==> src/rtl/eic_pkg.sv <==
package eic_pkg;
  localparam int DATA_W  = 32;
  localparam int SENSE_W = 6;

  localparam int OFF_REQ  = 'h000;
  localparam int OFF_ENST = 'h004;
  localparam int OFF_ENSET = 'h008;
  localparam int OFF_DET  = 'h100;
  localparam int OFF_MON  = 'h104;
  localparam int OFF_CFG  = 'h180;

  typedef logic [SENSE_W-1:0] sense_t;

  localparam sense_t SENSE_LOW  = 6'h01;
  localparam sense_t SENSE_HIGH = 6'h02;
  localparam sense_t SENSE_FALL = 6'h04;
  localparam sense_t SENSE_RISE = 6'h08;
  localparam sense_t SENSE_BOTH = 6'h0C;
endpackage

==> src/rtl/eic_sync.sv <==
module eic_sync #(
  parameter int W = 32
) (
  input  logic         clk_i,
  input  logic         rst_ni,
  input  logic [W-1:0] d_i,
  output logic [W-1:0] q_o
);
  logic [W-1:0] meta_q, sync_q;

  always_ff @(posedge clk_i or negedge rst_ni) begin
    if (!rst_ni) begin
      meta_q <= '0;
      sync_q <= '0;
    end else begin
      meta_q <= d_i;
      sync_q <= meta_q;
    end
  end

  assign q_o = sync_q;
endmodule

==> src/rtl/eic_line_detect.sv <==
module eic_line_detect
  import eic_pkg::*;
(
  input  logic   clk_i,
  input  logic   rst_ni,
  input  logic   lvl_i,
  input  sense_t sense_i,
  input  logic   clr_i,
  output logic   det_o
);
  logic prev_q, det_q, hit;
  logic rise, fall;

  assign rise = lvl_i & ~prev_q;
  assign fall = ~lvl_i & prev_q;

  always_comb begin
    case (sense_i)
      SENSE_LOW:  hit = ~lvl_i;
      SENSE_HIGH: hit = lvl_i;
      SENSE_FALL: hit = fall;
      SENSE_RISE: hit = rise;
      SENSE_BOTH: hit = rise | fall;
      default:    hit = 1'b0;
    endcase
  end

  // a new event outranks an acknowledge in the same cycle
  always_ff @(posedge clk_i or negedge rst_ni) begin
    if (!rst_ni) begin
      prev_q <= 1'b0;
      det_q  <= 1'b0;
    end else begin
      prev_q <= lvl_i;
      if (hit)        det_q <= 1'b1;
      else if (clr_i) det_q <= 1'b0;
    end
  end

  assign det_o = det_q;
endmodule

==> src/rtl/eic_regs.sv <==
module eic_regs
  import eic_pkg::*;
#(
  parameter int N  = 32,
  parameter int AW = 12
) (
  input  logic                 clk_i,
  input  logic                 rst_ni,
  input  logic [AW-1:0]        addr_i,
  input  logic                 we_i,
  input  logic [DATA_W-1:0]    wdata_i,
  input  logic                 re_i,
  input  logic [N-1:0]         det_i,
  input  logic [N-1:0]         mon_i,
  output logic [N-1:0]         en_o,
  output logic [N-1:0]         clr_o,
  output logic [N-1:0][SENSE_W-1:0] cfg_o,
  output logic [DATA_W-1:0]    rdata_o
);
  localparam logic [AW-1:0] A_REQ   = AW'(OFF_REQ);
  localparam logic [AW-1:0] A_ENST  = AW'(OFF_ENST);
  localparam logic [AW-1:0] A_ENSET = AW'(OFF_ENSET);
  localparam logic [AW-1:0] A_DET   = AW'(OFF_DET);
  localparam logic [AW-1:0] A_MON   = AW'(OFF_MON);

  logic [N-1:0]              en_q;
  logic [N-1:0][SENSE_W-1:0] cfg_q;
  logic [DATA_W-1:0]         rd_mux, rdata_q;
  logic [N-1:0]              wmask;

  function automatic logic [AW-1:0] cfg_addr(input int idx);
    return AW'(OFF_CFG + 4 * idx);
  endfunction

  function automatic logic [DATA_W-1:0] widen(input logic [N-1:0] v);
    logic [DATA_W-1:0] r;
    r = '0;
    r[N-1:0] = v;
    return r;
  endfunction

  assign wmask = wdata_i[N-1:0];
  assign clr_o = (we_i && addr_i == A_DET) ? wmask : '0;

  always_ff @(posedge clk_i or negedge rst_ni) begin
    if (!rst_ni) begin
      en_q <= '0;
    end else if (we_i) begin
      if (addr_i == A_ENSET)     en_q <= en_q | wmask;
      else if (addr_i == A_ENST) en_q <= en_q & ~wmask;
    end
  end

  always_ff @(posedge clk_i or negedge rst_ni) begin
    if (!rst_ni) begin
      cfg_q <= '0;
    end else if (we_i) begin
      for (int i = 0; i < N; i++) begin
        if (addr_i == cfg_addr(i)) cfg_q[i] <= wdata_i[SENSE_W-1:0];
      end
    end
  end

  always_comb begin
    rd_mux = '0;
    if (addr_i == A_REQ)        rd_mux = widen(det_i & en_q);
    else if (addr_i == A_ENST)  rd_mux = widen(en_q);
    else if (addr_i == A_DET)   rd_mux = widen(det_i);
    else if (addr_i == A_MON)   rd_mux = widen(mon_i);
    for (int i = 0; i < N; i++) begin
      if (addr_i == cfg_addr(i)) rd_mux = DATA_W'(cfg_q[i]);
    end
  end

  always_ff @(posedge clk_i or negedge rst_ni) begin
    if (!rst_ni)   rdata_q <= '0;
    else if (re_i) rdata_q <= rd_mux;
  end

  assign en_o    = en_q;
  assign cfg_o   = cfg_q;
  assign rdata_o = rdata_q;
endmodule

==> src/rtl/eic_top.sv <==
module eic_top
  import eic_pkg::*;
#(
  parameter int NUM_LINES = 32,
  parameter int ADDR_W    = 12
) (
  input  logic                 clk_i,
  input  logic                 rst_ni,
  input  logic [NUM_LINES-1:0] irq_pin_i,
  input  logic [ADDR_W-1:0]    addr_i,
  input  logic                 we_i,
  input  logic [DATA_W-1:0]    wdata_i,
  input  logic                 re_i,
  output logic [DATA_W-1:0]    rdata_o,
  output logic [NUM_LINES-1:0] irq_o
);
  logic [NUM_LINES-1:0]              lvl_sync, det_vec, en_mask, clr_vec;
  logic [NUM_LINES-1:0][SENSE_W-1:0] cfg;

  eic_sync #(.W(NUM_LINES)) u_sync (
    .clk_i  (clk_i),
    .rst_ni (rst_ni),
    .d_i    (irq_pin_i),
    .q_o    (lvl_sync)
  );

  eic_regs #(.N(NUM_LINES), .AW(ADDR_W)) u_regs (
    .clk_i   (clk_i),
    .rst_ni  (rst_ni),
    .addr_i  (addr_i),
    .we_i    (we_i),
    .wdata_i (wdata_i),
    .re_i    (re_i),
    .det_i   (det_vec),
    .mon_i   (lvl_sync),
    .en_o    (en_mask),
    .clr_o   (clr_vec),
    .cfg_o   (cfg),
    .rdata_o (rdata_o)
  );

  for (genvar g = 0; g < NUM_LINES; g++) begin : g_line
    eic_line_detect u_det (
      .clk_i   (clk_i),
      .rst_ni  (rst_ni),
      .lvl_i   (lvl_sync[g]),
      .sense_i (cfg[g]),
      .clr_i   (clr_vec[g]),
      .det_o   (det_vec[g])
    );
  end

  assign irq_o = det_vec & en_mask;
endmodule

==> config.mk <==
export PLATFORM = sky130hd
export DESIGN_NAME = eic_top
export DESIGN_NICKNAME = d
export VERILOG_FILES = /design/src/rtl/eic_pkg.sv /design/src/rtl/eic_sync.sv /design/src/rtl/eic_line_detect.sv /design/src/rtl/eic_regs.sv /design/src/rtl/eic_top.sv
export SDC_FILE = /design/constraint.sdc
export NUM_CORES = 1
export LEC_CHECK = 0
export BUFFER_PORTS_ARGS = -buffer_cell sky130_fd_sc_hd__buf_2
export CAP_MARGIN = 25
export CORE_AREA = 2 2 214 216
export CTS_CLUSTER_DIAMETER = 30
export CTS_CLUSTER_SIZE = 12
export DETAILED_ROUTE_END_ITERATION = 8
export DIE_AREA = 0 0 216 218
export SYNTH_ARGS = -nofsm -noshare
export SYNTH_HDL_FRONTEND = slang
export SYNTH_SLANG_ARGS = --single-unit
==> constraint.sdc <==
create_clock -name clk_i -period 4.4 [get_ports clk_i]
set_input_delay 1.1 -clock clk_i [delete_from_list [all_inputs] [get_ports clk_i]]
set_output_delay 1.1 -clock clk_i [all_outputs]
set_load 0.1 [all_outputs]
# After elaboration in Yosys (flattened, before gate mapping)
# Cells that the tools add are included.
[totals]
reg_bits = 384
elab_cells = 663
[classes]
n_eq_ne = 196
n_reduce_logical = 68
n_mux = 135
bitwise = 164
[op_table]
columns = ["operator", "count"]
rows = [
  ["32-bit 2-to-1 mux", 39],
  ["12-bit by 9-bit equality test with 1-bit output (second input constant)", 34],
  ["6-bit by 4-bit equality test with 1-bit output (second input constant)", 64],
  ["6-bit by 1-bit equality test with 1-bit output (second input constant)", 32],
  ["6-bit by 2-bit equality test with 1-bit output (second input constant)", 32],
  ["6-bit by 3-bit equality test with 1-bit output (second input constant)", 32],
  ["1-bit one-hot mux with 5 select lines", 32],
  ["2-bit AND reduction", 33],
  ["2-bit nonzero test", 33],
  ["1-bit AND", 64],
  ["32-bit AND", 2],
  ["1-bit 2-to-1 mux", 64],
  ["1-bit NOT", 64],
  ["32-bit NOT", 1],
  ["1-bit OR", 32],
  ["32-bit OR", 1],
  ["12-bit by 3-bit equality test with 1-bit output (second input constant)", 1],
  ["12-bit by 4-bit equality test with 1-bit output (second input constant)", 1],
  ["12-bit zero test", 1],
  ["1-bit logical AND", 1],
]

# Longest topological paths before layout
# Gate-level depths: netlist of the first run.
[depth]
ltp_word = 37
depth_mapped = 11
mapped_depth_nobuf = 9

# Cells and area by module
# From an unflattened synthesis of the first run, not the netlist that was laid out.
[hier_totals]
hier_cells = 1856
hier_area_um2 = 20254.4
[modules_own_cells]
columns = ["module", "instances", "area_per_inst_um2", "cells_each"]
rows = [
  ["eic_regs", 1, 13447.9, 1216],
  ["eic_line_detect", 32, 156.4, 17],
  ["eic_sync", 1, 1601.5, 64],
  ["eic_top", 1, 200.2, 32],
]

# Worst setup path before layout of the first run
# OpenSTA, ideal clock, no wires.
[synth_timing]
path_kind = "input to register"
startpoint = "input port addr_i[8]"
endpoint = "register u_regs.rdata_q[5] (netlist: u_regs.rdata_o[5])"
n_path_buf = 3
path_slack_ns = 1.358
setup_time_ns = 0.139
path_stages = 10
t_arrival_ns = 2.904
t_required_ns = 4.261
cell_sequence = "buf_4 -> or4b_1 -> buf_2 -> buf_6 -> o311ai_2 -> a21oi_1 -> o31ai_1 -> a2111oi_0 -> o211ai_1 -> a21oi_1"
[synth_between]
elab_chain_cells = 37
elab_cells_between_ends = 72
[synth_rtl]
columns = ["item", "line_no", "text"]
rows = [
  ["start: declaration", "eic_top.sv:10", "input logic [ADDR_W-1:0] addr_i,"],
  ["12-bit by 9-bit equality test with 1-bit output", "eic_regs.sv:69", "else if (addr_i == A_MON) rd_mux = widen(mon_i);"],
  ["32-bit 2-to-1 mux", "eic_regs.sv:69", ""],
  ["32-bit 2-to-1 mux", "eic_regs.sv:68", "else if (addr_i == A_DET) rd_mux = widen(det_i);"],
  ["32-bit 2-to-1 mux", "eic_regs.sv:67", "else if (addr_i == A_ENST) rd_mux = widen(en_q);"],
  ["32-bit 2-to-1 mux", "eic_regs.sv:66", "if (addr_i == A_REQ) rd_mux = widen(det_i & en_q);"],
  ["32-bit 2-to-1 mux (31 in a row)", "eic_regs.sv:71", "if (addr_i == cfg_addr(i)) rd_mux = DATA_W'(cfg_q[i]);"],
  ["32-bit 2-to-1 mux *", "eic_regs.sv:71", ""],
  ["end signal: assignment", "eic_regs.sv:77", "else if (re_i) rdata_q <= rd_mux;"],
  ["end: declaration", "eic_regs.sv:28", "logic [DATA_W-1:0] rd_mux, rdata_q;"],
]
# Every way passes the cells marked *; elsewhere a longest branch is shown, timed or not.
# A chain may end at the register's enable or synchronous reset.

# Worst setup path after layout of the first run
[layout_timing]
startpoint = "input port addr_i[2]"
endpoint = "register u_regs.rdata_q[5] (netlist: u_regs.rdata_o[5])"
# The elaborated chain is that of the path after synthesis.

==> results of run 1 <==
[critical path, delay by kind of cell]
kind                   cells  cell delay (ns)
AO/OA/AOI/OAI              5             1.27
buffers and inverters      3             0.78
AND/OR/NAND/NOR            1             0.75
[stage by stage]
| stage | utilization [%] | setup slack (ns) | hold WS (ns) |
|---|---|---|---|
| after global placement | 48.0 | 0.521 | 0.332 |
| after floorplan | - | 1.36 | 0.331 |
| after global routing | 55.1 | 1.06 | 0.348 |
| after CTS | 55.1 | 1.22 | 0.344 |
| after detailed placement | 48.0 | 0.580 | 0.335 |
| final | 55.1 | 1.03 | 0.340 |
[cells in the mapped netlist, types with 11 or more instances]
master,number,area share (%)
a211oi_1,27,1.0
a21o_1,23,0.86
a21oi_1,62,1.6
a222oi_1,27,1.4
a22o_1,12,0.53
a22oi_1,14,0.53
a32o_1,19,0.95
and2_1,37,1.2
buf_2,28,0.70
clkbuf_1,46,0.86
dfrtp_1,384,48
ha_1,64,4.0
inv_1,110,2.1
mux2_2,230,13
mux2i_1,11,0.55
nand2_1,202,3.8
nand2b_1,27,0.84
nand3_1,55,1.4
nand4_1,17,0.53
nor2_1,120,2.3
nor3_1,16,0.40
nor3_2,12,0.60
o2111ai_1,12,0.53
o21ai_0,69,1.7
o22ai_1,60,1.9
o41ai_1,21,0.92
[final cells by class]
type | count | area share (%)
Antenna cell | 1 | 0.0101
Clock buffer | 127 | 10.5
Clock inverter | 39 | 2.47
Inverter | 111 | 1.68
Multi-Input combinational cell | 1300 | 38.7
Sequential cell | 384 | 38.8
Tap cell | 600 | 3.03
Timing Repair Buffer | 194 | 4.83
[registers in the layout (all words and copies together), names as in the netlist, named ones only]
register	flops
u_regs.rdata_o	32
u_sync.meta_q	32
u_sync.q_o	32
u_regs.cfg_o	192
g_line.u_det.prev_q	32
g_line.u_det.det_o	32
[power groups by stage]
stage	logic [mW]	clock network, mW	registers [mW]
5_1_grt	0.545	7.24	3.77
6_report	0.496	6.93	3.76
3_3_place_gp	0.485	0	3.80
2_1_floorplan	0.236	0	3.79
3_5_place_dp	0.494	0	3.81
4_1_cts	0.499	7.03	3.76
[logic make-up after synthesis]
logic type	Yosys count	synth area share, %
AOI/OAI and AO/OA	435	15.6
DFF	384	48.0
buffers and inverters	204	4.30
and+or+nand+nor	560	14.6
muxes	241	13.5
adders and majority gates	64	4.00
[worst paths after layout]
path | start | endpoint | slack [ns]
min in group asynchronous | rst_ni | u_regs.rdata_o[31] | 0.52
worst min-delay path | u_sync.meta_q[30] | u_sync.q_o[30] | 0.34
worst min register to register | u_sync.meta_q[30] | u_sync.q_o[30] | 0.34
max in group asynchronous | rst_ni | u_regs.cfg_o[51] | 3.00
worst max register to register | u_sync.q_o[5] | u_regs.rdata_o[5] | 2.27
worst max-delay path | addr_i[2] | u_regs.rdata_o[5] | 1.03
[per-layer routing]
| layer | wire length (um) | global-route usage (%) |
|---|---|---|
| met1 | 28200 | 36.9 |
| met2 | 31800 | 46.7 |
| met3 | 4290 | 5.61 |
| met4 | 2330 | 12.2 |
| met5 | 11 | 0 |
[layout by cell type, fill, tap and decap left out, types with 37 or more instances in the layout]
cell type  instances
a21oi_1           62
and2_1            37
buf_2            142
buf_4             44
clkbuf_16         91
dfrtp_1          384
ha_1              64
inv_1            110
mux2_2           230
nand2_1          202
nand3_1           55
nor2_1           120
o21ai_0           69
o22ai_1           60
==> impl_summary.md, run 1 <==
Status
The flow ran to the end, and the final reports show no timing, DRC or antenna violations.

Global routing
The wire length of the first global-routing pass is around 100000 um. After global routing the overflow that remains totals 0. The global-route total usage across every layer is ~28%. The number of global-route vias before repair is 17.0k.

Entering global routing, the biggest net connects 101 pins. The initial antenna violation count is 2.

Final layout
Cells with a size suffix above 1 make up about 29% of the layout. Excluding fillers, the count of instances in the completed layout stands at 2756. The register area is 0.00961 mm^2.

Summing all multi-input logic gate instances after layout gives approximately 0.0096 mm^2. Once layout is done, the placed cells without fillers occupy 0.0247 mm^2. The synthesis-to-layout area growth is 23.6%.

The count of filler cells inserted in the layout is slightly below 4k. For this run, the post-layout net count is 2224.

Logic synthesis
The number of flops mapped to enable cells by yosys is 0. Synthesis inferred 384 register bits. The most common flop cell mapped by yosys is dfrtp_1. Counting every instance in the synthesized netlist gives around 1.9k. The fraction of synthesis flops using an asynchronous set or reset pin is 100%.

After synthesis, the netlist uses 81 different library cells. The total of warnings raised by yosys is 0. A synthesized cell averages around 11 um^2. The synthesized area is approximately 0.02 mm^2. The post-synthesis sequential area ratio is about half. The number of nets in the synthesized netlist is 2032.

Worst setup path
The critical path capture point type is a register. At the worst endpoint, the arrival time is 3.91 ns. The largest fanout of any net on the critical path is 18. The largest individual stage delay along the critical path comes from the cell nor4_4. The critical path start-end classification is input port to register. The required arrival time at the worst endpoint is 4.94 ns. The largest single stage delay on the critical path is about 0.75 ns. Measured in cells, the most critical reg-to-reg path has a length of 6.

Traced cell by cell, the critical path runs through buf_2 -> nor4_4 -> buf_4 -> buf_4 -> a21oi_1 -> o32a_1 -> a2111oi_0 -> o211ai_1 -> a21oi_1. The startpoint class of the critical path is an input port.

Timing
The worst path needs 3.37 ns of the cycle, external delays included. The transition time of the tightest slew-check pin is about 0.98 ns. Measured against its own limit, the worst slew margin works out to 34.7%. The post-route clock skew is 0.0195 ns. Setup repair after global routing left no endpoint under its margin. The max-slew violation count is 0. Summed over all failing endpoints, the final setup total negative slack is 0 ns. The final critical path takes up between 70% and 80% of the cycle. The count of endpoints failing hold in the final timing report was 0. Timing would allow up to 297 MHz. The number of failing setup endpoints in the final timing report is 0.

Pwr
The worst ir drop on vdd is ~0.34 mV. The switching fraction of total power is 22.2%. Per report_power, the sequential group accounts for 33.6% of the total. The net switching power is 2.49 mW.

The static leakage is 11.9 nW. The ratio of total power to cell area is 452 mW/mm^2. The relative contribution of the clock network to total power is around 62%. In this run, the combinational gates consume 4.4% of the power.

The design draws 11.2 mW. The internal cell power is 8.70 mW.

Drt
The number of detailed-route iterations in the first pass is 6. The final route contains between 15k and 20k vias. Dividing the detail-routed via count by the number of cells gives 6.09.

Once detail routing completed, the nets flagged for antenna violations numbered 0. After detailed routing, the number of remaining DRC violations is 0. The detail-routed net length per standard cell is roughly 24 um. The first routing iteration left 1572 violations.

Summed over all layers, the routed wires come to 66700 um.

Placement
Input and output buffers added on the ports amount to 143. Detailed placement finished with a half-perimeter wire length of 46100 um. Summing all placed instances gives a cell area of 0.0215 mm^2.

The number of placed instances, taps included, is 2589. Routability-driven placement finished with a final weighted congestion of 0.972.

Floorplan
Row generation in the floorplan step produced 78 rows. The core region is 0.0449 mm^2. The floorplan step defined a die boundary enclosing 0.0471 mm^2. The vertical extent of the die is ~220 um. In this run the count of I/O pins placed on the die edge is 144. For this configuration, the core starts out at a cell density of 44.6%.

The die extent in x is 216 um.

Hold path
The min-delay analysis places its worst path in the category register to register. The number of stages on the worst hold path is 0.

Clock tree
The number of gates resized after CTS was 0. The number of setup buffers added after CTS is 0. For the worst-skew pair, the clock arrives at the later sink with an insertion delay of 0.63 ns. The number of H-tree levels is 3. The CTS root buffer is clkbuf_16. The number of clock buffers inserted by TritonCTS is 89. Buffers inserted to repair hold after CTS numbered 0. After clock tree synthesis, the clock-pin slew on the worst setup and hold paths is 0.04 ns.

The number of clock sinks is 384. The maximum number of buffers from clock root to sink is 3. TritonCTS built the clock tree.

Flow run
The count of maximum capacitance violations is 0.
Power figures use the tool's default switching activity.
==> run 2, diff against run 1 <==
- clock period: 4.4 -> 3 ns (I/O delays scaled with it)
==> impl_summary.md, run 2 (same netlist as run 1, synthesis figures left out) <==
Status
The run finished with clean final reports.

Drt
The detail-routed net length per standard cell is 23.2 um (-4.0%). The total length of routed wires is 67500 um (+1.2%). The via count normalized by instance count is 5.90 (-3.1%). The iteration-0 DRC count of the detailed router is 1337 (-15%).

The total vias in the final route is 17.1k (+2.1%). The residual antenna-violating net count after detailed routing is 0 (unchanged). The total DRC errors in the routed layout is 0 (unchanged).

The number of detailed-route iterations in the first pass is 5 (-1).

Global routing
The total congestion overflow is 0 (unchanged). The maximum number of pins on one net before global-route repair is 77 (-24%). The wire length of the first global-routing pass is 104000 um (+1.5%). The global routing met1 resource utilization came to 38.4% (+1.6 points). The initial antenna violation count came to 2 (unchanged). The number of global-route vias before repair is 17.5k (+2.9%). The most used routing layer is met2.

The global-route total usage across every layer is 28.8% (+0.36 points). The met3 track demand over resource is 4.77% (-0.84 points). The global-route met2 utilization came to 47.7% (+0.94 points).

Floorplan
The area of the core came to 0.0449 mm^2 (unchanged). The I/O pin count came to 144 (unchanged). The die extent in x is 216 um (unchanged). The total die area is 0.0471 mm^2 (unchanged). The vertical extent of the die is 218 um (unchanged). The effective utilization at floorplan was 44.6% (unchanged). The count of standard-cell rows was 78 (unchanged).

Timing
The post-layout minimum cycle time is 2.74 ns. In the finished design, the share of the clock period the worst path needs comes to between 90 and 100%. The worst-case headroom to the max-slew limit is 50.9% (+16 points).

The count of endpoints failing hold in the final timing report was 0 (unchanged). Setup repair after global routing left no endpoint under its margin. The aggregate negative setup slack was 0 ns (unchanged). The transition time of the tightest slew-check pin came to 0.718 ns (-0.261 ns).

The number of failing setup endpoints in the final timing report came to 0 (unchanged). Timing would allow up to roughly 370 MHz. The max-slew violation count is 0 (unchanged). The post-route worst hold slack is 0.159 ns (-0.181 ns). The post-route clock skew was 0.0172 ns (-0.00231 ns).

Final layout
The count of filler cells inserted in the layout was 3780 (-3.2%). The library cells used most frequently in the layout, excluding fill and tap cells, are 384 x dfrtp_1, 230 x mux2_2, 202 x nand2_1. The final-stage net count is 2372 (+6.7%). The synthesis-to-layout area growth is 30.2%.

Leaving out fill and tap cells, the most frequent cell in the layout is dfrtp_1. The register area is 0.00961 mm^2 (unchanged). The fraction of layout instances using a drive strength above 1 was 33.4% (+4.9 points). The area of the multi-input gates came to 0.00956 mm^2 (unchanged). The number of flip-flops in the largest register is 192 (unchanged).

Worst setup path
The required arrival time at the worst endpoint was 3.50 ns (-1.44 ns). The count of cells along the worst register-to-register path is 8 (+2). The arrival time reported for the critical path endpoint is 3.24 ns (-0.67 ns). In this run the critical register-to-register path is captured at u_regs.rdata_o[5].

The reg-to-reg setup timing slack is 0.84 ns (-1.43 ns). The source of the worst register-to-register timing path is u_regs.cfg_o[11]. The critical path start-end classification is input port to register. The worst setup path is launched from an input port. The largest fanout of any net on the critical path is 3 (-15).

STA classifies the critical path endpoint as a register.

Clock tree
The CTS root buffer is clkbuf_16. The number of clock sinks is 384 (unchanged). The number of clock buffers inserted by TritonCTS is 91 (+2.2%).

The clock network latency to the later pin of the worst-skew pair was 0.63 ns (about the same). The number of H-tree levels is 3 (unchanged). The maximum number of buffers from clock root to sink is 3 (unchanged). The clock-pin slew reported for the worst setup and hold paths after clock tree synthesis is 0.04 ns (about the same). The number of gates given a new drive strength after cts was 0 (unchanged). The number of setup buffers added after CTS is 0 (unchanged). The number of hold buffers added after CTS is 0 (unchanged).

TritonCTS built the clock tree.

Pwr
The worst ir drop on vdd is 0.576 mV (+67%). The ratio of total power to cell area is 642 mW/mm^2 (+42%). The static leakage is 12.7 nW (+6.6%).

Hold path
The classification of the worst-slack hold path is input port to asynchronous set/reset pin.

Flow run
The count of maximum capacitance violations is 0 (unchanged).

Placement
The HPWL after detailed placement is 48500 um (+5.3%). The final weighted congestion of routability-driven global placement is 0.955 (-1.7%). The count of buffers from port buffering was 143 (unchanged).
==> run 2: cell types whose count changed in the layout (fill, tap and decap cells not counted), moves of 3 or more <==
| cell | previous run | this run |
|---|---|---|
| clkinv_8 | 4 | 1 |
| buf_4 | 44 | 178 |
| clkinvlp_4 | 4 | 9 |
| buf_12 | 7 | 18 |
| clkbuf_16 | 91 | 94 |
| clkbuf_1 | 18 | 11 |
| clkbuf_8 | 18 | 13 |
| clkinv_4 | 1 | 5 |
| inv_6 | 2 | 7 |
==> run 2: final cells by class <==
cell class	count	area share, %
Antenna cell	1	0.00960
Clock buffer	118	9.87
Clock inverter	51	2.78
Inverter	111	1.60
Multi-Input combinational cell	1300	36.7
Sequential cell	384	36.9
Tap cell	600	2.88
Timing Repair Buffer	340	9.31
==> run 2: per-layer routing <==
layer	wire length [um]	vias to the layer above
met5	13	-
met4	1770	2
met3	3600	132
met2	32900	571
met1	29200	8702
li1	-	7721
==> run 2: worst max-delay path, cell delays in order <==
cell,delay [ns]
buf_2,0.10
or4b_2,0.79
o311ai_2,0.38
a21oi_1,0.09
o31ai_1,0.46
a2111oi_0,0.20
buf_4,0.16
o211ai_1,0.21
a21oi_1,0.10
==> run 2: power by group <==
part	switching, mW	total, mW	leakage (nW)	internal [mW]
sequential	0.144	5.50	5.10	5.36
clock	3.11	10.4	1.60	7.32
combinational	0.508	0.804	6.02	0.297
==> run 2: worst max-delay path by stage <==
stage	end	cells after the start	start
5_1_grt	u_regs.rdata_o[5]	12	addr_i[8]
2_1_floorplan	u_regs.rdata_o[5]	10	addr_i[8]
4_1_cts	u_regs.rdata_o[5]	9	addr_i[9]
3_3_place_gp	u_regs.rdata_o[0]	9	addr_i[9]
6_report	u_regs.rdata_o[5]	9	addr_i[9]
3_5_place_dp	u_regs.rdata_o[5]	9	addr_i[9]
==> run 2: per-stage QoR <==
stage / power [mW] / instance area (um^2) / worst slack, ns / std cells / utilization, %
2_1_floorplan: 5.90 / 20000 / 0.308 / 1888 / -
3_3_place_gp: 6.35 / 22800 / -0.653 / 2734 / 50.7
3_5_place_dp: 6.38 / 22800 / -0.302 / 2735 / 50.7
4_1_cts: 16.9 / 26100 / 0.337 / 2904 / 58.1
5_1_grt: 17.3 / 26100 / 0.179 / 2905 / 58.1
6_report: 16.7 / 26100 / 0.262 / 2905 / 58.1
